[src/rtl/gpio_irq_pkg.sv]
package gpio_irq_pkg;
  localparam int ADDR_W = 4;

  typedef enum logic [ADDR_W-1:0] {
    RA_DATA = 4'h0,
    RA_DIR  = 4'h1,
    RA_MODE = 4'h2,
    RA_POL  = 4'h3,
    RA_CLR  = 4'h4,
    RA_EN   = 4'h5,
    RA_PEND = 4'h6,
    RA_RAW  = 4'h7,
    RA_DEB  = 4'h8
  } reg_addr_e;
endpackage

[src/rtl/gpio_sync.sv]
module gpio_sync #(
  parameter int W = 8
) (
  input  logic         clk,
  input  logic         rst_n,
  input  logic [W-1:0] d,
  output logic [W-1:0] q
);
  logic [W-1:0] stage1;

  always_ff @(posedge clk or negedge rst_n) begin
    if (!rst_n) begin
      stage1 <= '0;
      q      <= '0;
    end else begin
      stage1 <= d;
      q      <= stage1;
    end
  end
endmodule

[src/rtl/gpio_debounce.sv]
module gpio_debounce #(
  parameter int W    = 8,
  parameter int HOLD = 4
) (
  input  logic         clk,
  input  logic         rst_n,
  input  logic         tick,
  input  logic [W-1:0] d,
  output logic [W-1:0] filt
);
  localparam int CW = (HOLD > 1) ? $clog2(HOLD) : 1;
  localparam logic [CW-1:0] LAST = CW'(HOLD - 1);

  for (genvar i = 0; i < W; i++) begin : g_pin
    logic [CW-1:0] cnt;

    always_ff @(posedge clk or negedge rst_n) begin
      if (!rst_n) begin
        cnt     <= '0;
        filt[i] <= 1'b0;
      end else if (tick) begin
        if (d[i] != filt[i]) begin
          if (cnt == LAST) begin
            filt[i] <= d[i];
            cnt     <= '0;
          end else begin
            cnt <= cnt + 1'b1;
          end
        end else begin
          cnt <= '0;
        end
      end
    end

    // the filtered value only moves on a sample tick
    a_r9_tick_only: assert property (@(posedge clk) disable iff (!rst_n)
      !tick |=> $stable(filt[i]));
  end
endmodule

[src/rtl/gpio_detect.sv]
module gpio_detect #(
  parameter int W = 8
) (
  input  logic         clk,
  input  logic         rst_n,
  input  logic [W-1:0] qual,
  input  logic [W-1:0] mode,
  input  logic [W-1:0] pol,
  input  logic [W-1:0] clr,
  input  logic [W-1:0] cfg_chg,
  output logic [W-1:0] raw
);
  logic [W-1:0] prev;
  logic [W-1:0] lat;
  logic [W-1:0] rise;
  logic [W-1:0] fall;
  logic [W-1:0] ev;
  logic [W-1:0] lvl;

  always_comb begin
    rise = qual & ~prev;
    fall = ~qual & prev;
    ev   = mode & ((pol & rise) | (~pol & fall));
    lvl  = (pol & qual) | (~pol & ~qual);
    raw  = (mode & lat) | (~mode & lvl);
  end

  always_ff @(posedge clk or negedge rst_n) begin
    if (!rst_n) begin
      prev <= '0;
      lat  <= '0;
    end else begin
      prev <= qual;
      lat  <= ~cfg_chg & ((lat & ~(clr & mode)) | ev);
    end
  end

  for (genvar i = 0; i < W; i++) begin : g_chk
    // a clear with no competing event empties the latch
    a_r5_clear_empties: assert property (@(posedge clk) disable iff (!rst_n)
      (clr[i] && mode[i] && !ev[i] && !cfg_chg[i]) |=> !lat[i]);
    // a new event beats a clear on the same edge
    a_r6_event_wins: assert property (@(posedge clk) disable iff (!rst_n)
      (ev[i] && !cfg_chg[i]) |=> lat[i]);
    // a changed trigger setting drops the latch
    a_r8_cfg_drops: assert property (@(posedge clk) disable iff (!rst_n)
      cfg_chg[i] |=> !lat[i]);
  end
endmodule

[src/rtl/gpio_irq_port.sv]
module gpio_irq_port
  import gpio_irq_pkg::*;
#(
  parameter int N_PINS   = 8,
  parameter int DEB_HOLD = 4
) (
  input  logic              clk,
  input  logic              rst_n,
  input  logic              tick,
  input  logic [N_PINS-1:0] pin_in,
  output logic [N_PINS-1:0] pin_out,
  output logic [N_PINS-1:0] pin_oe,
  input  logic              bus_wr,
  input  logic [ADDR_W-1:0] bus_addr,
  input  logic [N_PINS-1:0] bus_wdata,
  output logic [N_PINS-1:0] bus_rdata,
  output logic              irq
);
  logic [N_PINS-1:0] data_q, dir_q, mode_q, pol_q, en_q, deb_q;
  logic [N_PINS-1:0] sync_in, filt_in, qual;
  logic [N_PINS-1:0] raw, pend, clr, cfg_chg;
  logic              wr_mode, wr_pol;

  gpio_sync #(.W(N_PINS)) u_sync (
    .clk(clk), .rst_n(rst_n), .d(pin_in), .q(sync_in)
  );

  gpio_debounce #(.W(N_PINS), .HOLD(DEB_HOLD)) u_deb (
    .clk(clk), .rst_n(rst_n), .tick(tick), .d(sync_in), .filt(filt_in)
  );

  always_comb begin
    qual    = (deb_q & filt_in) | (~deb_q & sync_in);
    wr_mode = bus_wr && (bus_addr == RA_MODE);
    wr_pol  = bus_wr && (bus_addr == RA_POL);
    cfg_chg = ({N_PINS{wr_mode}} & (bus_wdata ^ mode_q)) |
              ({N_PINS{wr_pol}}  & (bus_wdata ^ pol_q));
    clr     = (bus_wr && (bus_addr == RA_CLR)) ? bus_wdata : '0;
    pend    = raw & en_q;
  end

  gpio_detect #(.W(N_PINS)) u_det (
    .clk(clk), .rst_n(rst_n), .qual(qual), .mode(mode_q), .pol(pol_q),
    .clr(clr), .cfg_chg(cfg_chg), .raw(raw)
  );

  always_ff @(posedge clk or negedge rst_n) begin
    if (!rst_n) begin
      data_q <= '0;
      dir_q  <= '0;
      mode_q <= '0;
      pol_q  <= '0;
      en_q   <= '0;
      deb_q  <= '0;
      irq    <= 1'b0;
    end else begin
      irq <= |pend;
      if (bus_wr) begin
        case (bus_addr)
          RA_DATA: data_q <= bus_wdata;
          RA_DIR:  dir_q  <= bus_wdata;
          RA_MODE: mode_q <= bus_wdata;
          RA_POL:  pol_q  <= bus_wdata;
          RA_EN:   en_q   <= bus_wdata;
          RA_DEB:  deb_q  <= bus_wdata;
          default: ;
        endcase
      end
    end
  end

  always_comb begin
    case (bus_addr)
      RA_DATA: bus_rdata = (dir_q & data_q) | (~dir_q & sync_in);
      RA_DIR:  bus_rdata = dir_q;
      RA_MODE: bus_rdata = mode_q;
      RA_POL:  bus_rdata = pol_q;
      RA_EN:   bus_rdata = en_q;
      RA_PEND: bus_rdata = pend;
      RA_RAW:  bus_rdata = raw;
      RA_DEB:  bus_rdata = deb_q;
      default: bus_rdata = '0;
    endcase
  end

  assign pin_out = data_q;
  assign pin_oe  = dir_q;

  // the interrupt line is the registered OR of the pending vector
  a_r7_irq_registered: assert property (@(posedge clk) disable iff (!rst_n)
    1'b1 |=> (irq == $past(|pend)));
  // nothing is pending on a pin whose enable is clear
  a_r7_masked: assert property (@(posedge clk) disable iff (!rst_n)
    (pend & ~en_q) == '0);
endmodule

[config.mk]
export PLATFORM = sky130hd
export DESIGN_NAME = gpio_irq_port
export DESIGN_NICKNAME = d
export VERILOG_FILES = /design/src/rtl/gpio_irq_pkg.sv /design/src/rtl/gpio_sync.sv /design/src/rtl/gpio_debounce.sv /design/src/rtl/gpio_detect.sv /design/src/rtl/gpio_irq_port.sv
export SDC_FILE = /design/constraint.sdc
export NUM_CORES = 1
export LEC_CHECK = 0
export ABC_AREA = 1
export BUFFER_PORTS_ARGS = -buffer_cell sky130_fd_sc_hd__clkbuf_2
export CORE_ASPECT_RATIO = 1.25
export CORE_MARGIN = 2
export CORE_UTILIZATION = 64
export DETAILED_ROUTE_END_ITERATION = 8
export GPL_TIMING_DRIVEN = 0
export PLACE_DENSITY = 0.85
export SYNTH_ARGS = -nofsm -noshare
export SYNTH_HDL_FRONTEND = slang
export SYNTH_SLANG_ARGS = --single-unit
export TNS_END_PERCENT = 1
[constraint.sdc]
create_clock -name clk -period 3.35 [get_ports clk]
set_input_delay 0.67 -clock clk [delete_from_list [all_inputs] [get_ports clk]]
set_output_delay 0.67 -clock clk [all_outputs]
set_load 0.01 [all_outputs]
==> flow_metrics.py, run 1 <==
metrics = {
    "cts": {
        "cts_tree": "built",
        "hold_buffers": 0,
        "cts_buffers": 9,
        "cts.sinks": 105,
        "cts_resized": 0,
        "cts_htree_levels": 3,
        "root_buffer": "clkbuf_8",
        "clock_latency_ns": 0.37,
        "clk_path_buf_depth": 2,
        "clk_pin_slew_ns": 0.10,
        "post_cts_buffers": 0,
    },
    "sta": {
        "clock.fmax_mhz": 379,
        "rsz0062_at_grt": "false",
        "worst_pin_slew_ns": 0.554,
        "whs_ns": 0.298,
        "slew_viol_final": 0,
        "finalHoldViolCount": 0,
        "post-route-min-period_ns": 2.64,
        "finalCritPeriodShare": 0.788,
        "slew_headroom": 0.631,
        "finClkSkew_ns": 0.00763,
        "setup_viol": 0,
        "finalSetupTns_ns": 0,
    },
    "floorplanning": {
        "die_w_um": 86.6,
        "core_area_sq_um": 8240,
        "start_util": 0.663,
        "dieArea_sq_um": 9300,
        "die-height_um": 107,
        "ioPinCount": 49,
        "num_rows": 37,
    },
    "routing": {
        "firstDrtPassIters": 5,
        "post_drt_via_cell_ratio": 5.75,
        "wl_per_cell_um": 16.1,
        "first_iter_violations": 434,
        "route.detailed.drc": 0,
        "wl_um": 12800,
        "vias": 4551,
        "antenna_left": 0,
    },
    "yosys": {
        "async_flop_share": 1.00,
        "yosys_warnings": 0,
        "synthCells": 632,
        "syn_area_per_cell_sq_um": 8.64,
        "synth_area_leaders": "dfrtp_1, nand2_1, o21ai_0",
        "synthFlopType": "dfrtp_1",
        "syn_nets": 664,
        "yosysTopAreaCell": "dfrtp_1",
        "synth-edff-count": 0,
        "synthDistinctLibCells": 33,
        "synth_area_sq_um": 5460,
        "synth.top_cell.area_share": 0.481,
        "ys_ff_latch": 105,
        "ys_seq_area_frac": 0.481,
        "synth.most_common_cell": "nand2_1",
        "ys_top_cells_by_count": "nand2_1, dfrtp_1, inv_1",
    },
    "critical_path": {
        "path_class": "in2out",
        "crit_fanout": 10,
        "cp-start-kind": "input port",
        "rr_worst_depth": 9,
        "reg2reg_setup_slack_ns": 2.01,
        "cp.required_ns": 2.68,
        "reg2reg_from": "deb_q[0]$_DFFE_PN0P_",
        "reg2reg_to": "irq$_DFF_PN0_",
        "arrival_ns": 1.97,
        "end_kind": "primary output",
    },
    "power_and_ir_drop": {
        "max-vdd-ir-drop_mv": 0.483,
        "leakage_nw": 3.07,
        "p_total_mw": 3.73,
        "power.density_nw_per_um2": 617,
    },
    "final_layout": {
        "top_register": "u_deb.g_pin.cnt",
        "largest_reg_flops": 16,
        "areaGrowthSynthToFinish_pct": 10.5,
        "nNetsFinal": 722,
        "diodes": 0,
        "fillCellCount": 625,
        "drive_above_1_share": 0.187,
    },
    "global_route": {
        "grt_use_total": 0.298,
        "grt_max_degree": 69,
        "grt_overflow": 0,
        "grt_pass1_vias": 4418,
        "grt_pass1_wl_um": 21200,
        "antenna_found_initial": 0,
    },
    "flow_run": {
        "drv_cap": 0,
    },
    "place": {
        "place_congestion": 0.924,
        "port_buffers": 46,
        "hpwl_um": 9410,
    },
    "status": {
        "status": "finished, final reports clean",
    },
    "hold_path": {
        "hold_class": "in2async",
    },
}
## kinds of logic after synthesis
kind of cell | after synthesis | synth area share
AOI/OAI and AO/OA | 122 | 0.147
xor gates and xnor gates | 16 | 0.0257
adders and majority gates | 8 | 0.0183
buffers and inverters | 92 | 0.0779
DFF | 105 | 0.481
muxes | 7 | 0.0128
and+or+nand+nor | 282 | 0.238
## where the power goes
group | internal [mW] | leakage (nW) | switching [mW]
registers | 1.59 | 1.26 | 0.301
clock network | 0.346 | 0.0998 | 0.444
logic | 0.419 | 1.70 | 0.621
total | 2.36 | 3.07 | 1.37
## critical path: stages
cell      delay, ns
clkbuf_2       0.11
inv_1          0.11
nand2_1        0.08
inv_2          0.18
nand2_2        0.17
inv_1          0.20
nand2_1        0.09
nand3_1        0.09
nor3_1         0.05
nand2_1        0.08
clkbuf_2       0.13
## placed cells by master, fill, tap and decap left out, types with 16 or more instances in the layout
cell type,n
clkbuf_2,45
nand2_1,197
nor2_1,18
o21ai_2,29
dfrtp_1,105
o21ai_0,55
inv_1,72
o2111ai_1,16
nand3_1,39
## cell type report
class	count	area, sq um	area share
Inverter	79	309	0.0512
Tap cell	97	121	0.0201
Buffer	13	116	0.0193
Timing Repair Buffer	47	260	0.0431
Sequential cell	105	2630	0.435
Multi-Input combinational cell	435	2410	0.399
Clock inverter	6	66.3	0.0110
Clock buffer	9	124	0.0205
## per-layer routing
metal / track usage / share of wire
met1: 0.406 / 0.41
met2: 0.485 / 0.50
met3: 0.0406 / 0.061
met4: 0.118 / 0.028
met5: 0 / 0
## worst max-delay path by stage
stage | endpoint | slack (ns) | from | cells past startpoint
final | bus_rdata[2] | 0.71 | bus_addr[3] | 11
after global routing | bus_rdata[6] | 0.59 | bus_addr[3] | 11
after CTS | bus_rdata[2] | 0.75 | bus_addr[3] | 11
after detailed placement | bus_rdata[2] | 0.74 | bus_addr[3] | 11
after global placement | u_sync.stage1[6]$_DFF_PN0_ | 0.25 | rst_n | 1
after floorplan | bus_rdata[6] | 1.19 | bus_addr[0] | 7
## metrics by stage
stage	instance area, sq um	setup WS (ns)	cells	util
floorplan	5460	1.19	632	-
global placement	5810	0.252	775	0.706
detailed placement	5840	0.742	776	0.709
CTS	6030	0.746	791	0.732
global route	6030	0.590	791	0.732
finish	6030	0.711	791	0.732
Note: power is estimated with default switching activity, not from simulation.
==> run 2: changes to the inputs <==
CORE_UTILIZATION = 54   (was 64)
PLACE_DENSITY = 0.76   (was 0.85)
clock period = 2.42 ns   (was 3.35 ns; I/O delays follow)
==> run 2 against run 1 <==
  * Critical path type unchanged
  * Clock-buffer cell count up 2
  * Highest routed layer unchanged
  * Sequential power is 38% higher
  * Critical path depth unchanged
  * Clock power grew 100%
==> flow_metrics.py, run 2 (synthesis gave the netlist of run 1 again) <==
metrics = {
    "cts": {
        "cts_tree": "built",
        "clock_latency_ns": 0.35,
        "cts_htree_levels": 3,
        "cts_resized": 0,
        "clk_path_buf_depth": 2,
        "post_cts_buffers": 0,
        "hold_buffers": 0,
        "clk_pin_slew_ns": 0.07,
        "root_buffer": "clkbuf_16",
        "cts_buffers": 9,
        "cts.sinks": 105,
    },
    "sta": {
        "worst_pin_slew_ns": 0.797,
        "finClkSkew_ns": 0.00795,
        "finalCritPeriodShare": 0.941,
        "setup_ws_ns": 0.142,
        "finalHoldViolCount": 0,
        "clock.fmax_mhz": 439,
        "post-route-min-period_ns": 2.28,
        "slew_headroom": 0.468,
        "setup_viol": 0,
        "slew_viol_final": 0,
        "rsz0062_at_grt": "false",
    },
    "critical_path": {
        "reg2reg_to": "irq$_DFF_PN0_",
        "end_kind": "primary output",
        "path_class": "in2out",
        "crit_fanout": 10,
        "reg2reg_setup_slack_ns": 1.13,
        "cp-start-kind": "input port",
        "cp.required_ns": 1.94,
        "reg2reg_from": "deb_q[7]$_DFFE_PN0P_",
        "arrival_ns": 1.79,
        "rr_worst_depth": 10,
    },
    "status": {
        "status": "finished, final reports clean",
    },
    "power_and_ir_drop": {
        "power.density_nw_per_um2": 914,
        "leakage_nw": 3.13,
        "max-vdd-ir-drop_mv": 0.546,
    },
    "global_route": {
        "grt_max_degree": 56,
        "antenna_found_initial": 0,
        "grt_overflow": 0,
        "grt_pass1_vias": 4308,
        "grt_use_total": 0.248,
        "grt_pass1_wl_um": 20900,
    },
    "floorplanning": {
        "dieArea_sq_um": 10900,
        "die-height_um": 116,
        "die_w_um": 94.0,
        "start_util": 0.549,
        "num_rows": 41,
        "ioPinCount": 49,
        "core_area_sq_um": 9950,
    },
    "place": {
        "place_congestion": 0.913,
        "hpwl_um": 9650,
        "place_ws_ns": 0.186,
        "port_buffers": 46,
    },
    "final_layout": {
        "fin_util": 0.624,
        "nNetsFinal": 722,
        "drive_above_1_share": 0.187,
        "layout_common_cells": "nand2_1, dfrtp_1, inv_1",
        "fillCellCount": 871,
        "register_area_sq_um": 2630,
        "diodes": 0,
        "top_register": "u_deb.g_pin.cnt",
        "largest_reg_flops": 16,
        "multi_input_area_sq_um": 2410,
        "areaGrowthSynthToFinish_pct": 13.7,
        "final_common_cell": "nand2_1",
    },
    "routing": {
        "first_iter_violations": 335,
        "route.detailed.drc": 0,
        "wl_um": 13100,
        "post_drt_via_cell_ratio": 5.48,
        "antenna_left": 0,
        "wl_per_cell_um": 15.9,
        "vias": 4515,
        "firstDrtPassIters": 5,
    },
    "hold_path": {
        "hold_class": "in2async",
    },
    "flow_run": {
        "drv_cap": 0,
    },
}
-- run 2: layout make-up --
type,count,share of cell area
Clock buffer,11,0.0391
Multi-Input combinational cell,435,0.388
Timing Repair Buffer,47,0.0419
Clock inverter,5,0.0137
Inverter,79,0.0497
Tap cell,129,0.0260
Sequential cell,105,0.423
Buffer,13,0.0187
-- run 2: worst max-delay path by stage --
stage / from / end / slack, ns
after global routing: bus_addr[3] / bus_rdata[2] / 0.05
final: bus_addr[3] / bus_rdata[2] / 0.14
after global placement: rst_n / u_sync.stage1[6]$_DFF_PN0_ / -0.50
after CTS: bus_addr[3] / bus_rdata[2] / 0.16
after floorplan: bus_addr[0] / bus_rdata[6] / 0.64
after detailed placement: bus_addr[3] / bus_rdata[2] / 0.19
-- run 2: metrics by stage --
stage          cell area (sq um)  TNS, ns  total power, mW  std cells  hold WS, ns
2_1_floorplan               5460        0             3.59        632        0.188
3_3_place_gp                5850   -51.92             3.96        807        0.331
3_5_place_dp                5880        0             4.09        808        0.335
4_1_cts                     6210        0             5.70        824        0.230
5_1_grt                     6210        0             6.03        824        0.230
6_report                    6210        0             5.68        824        0.232
-- run 2: power by group --
part | total, mW | internal, mW | leakage, nW | switching (mW)
combinational | 1.45 | 0.581 | 1.70 | 0.868
clock | 1.60 | 0.943 | 0.157 | 0.658
sequential | 2.63 | 2.21 | 1.26 | 0.417
total | 5.68 | 3.73 | 3.13 | 1.94
-- run 2: metal layers --
metal / vias to the layer above / track usage / part of all wire
met4: 0 / 0.103 / 0.025
met2: 156 / 0.420 / 0.50
li1: 2189 / - / -
met1: 2148 / 0.325 / 0.42
met3: 22 / 0.0284 / 0.055
met5: - / 0 / 0
-- run 2: worst max-delay path, stage by stage --
cell and delay, ns:
clkbuf_2 0.11, inv_1 0.11, nand2_1 0.08, inv_2 0.18, nand2_2 0.16, inv_1 0.19
nand2_1 0.09, nand3_1 0.09, nor3_1 0.05, nand2_1 0.10, clkbuf_2 0.14
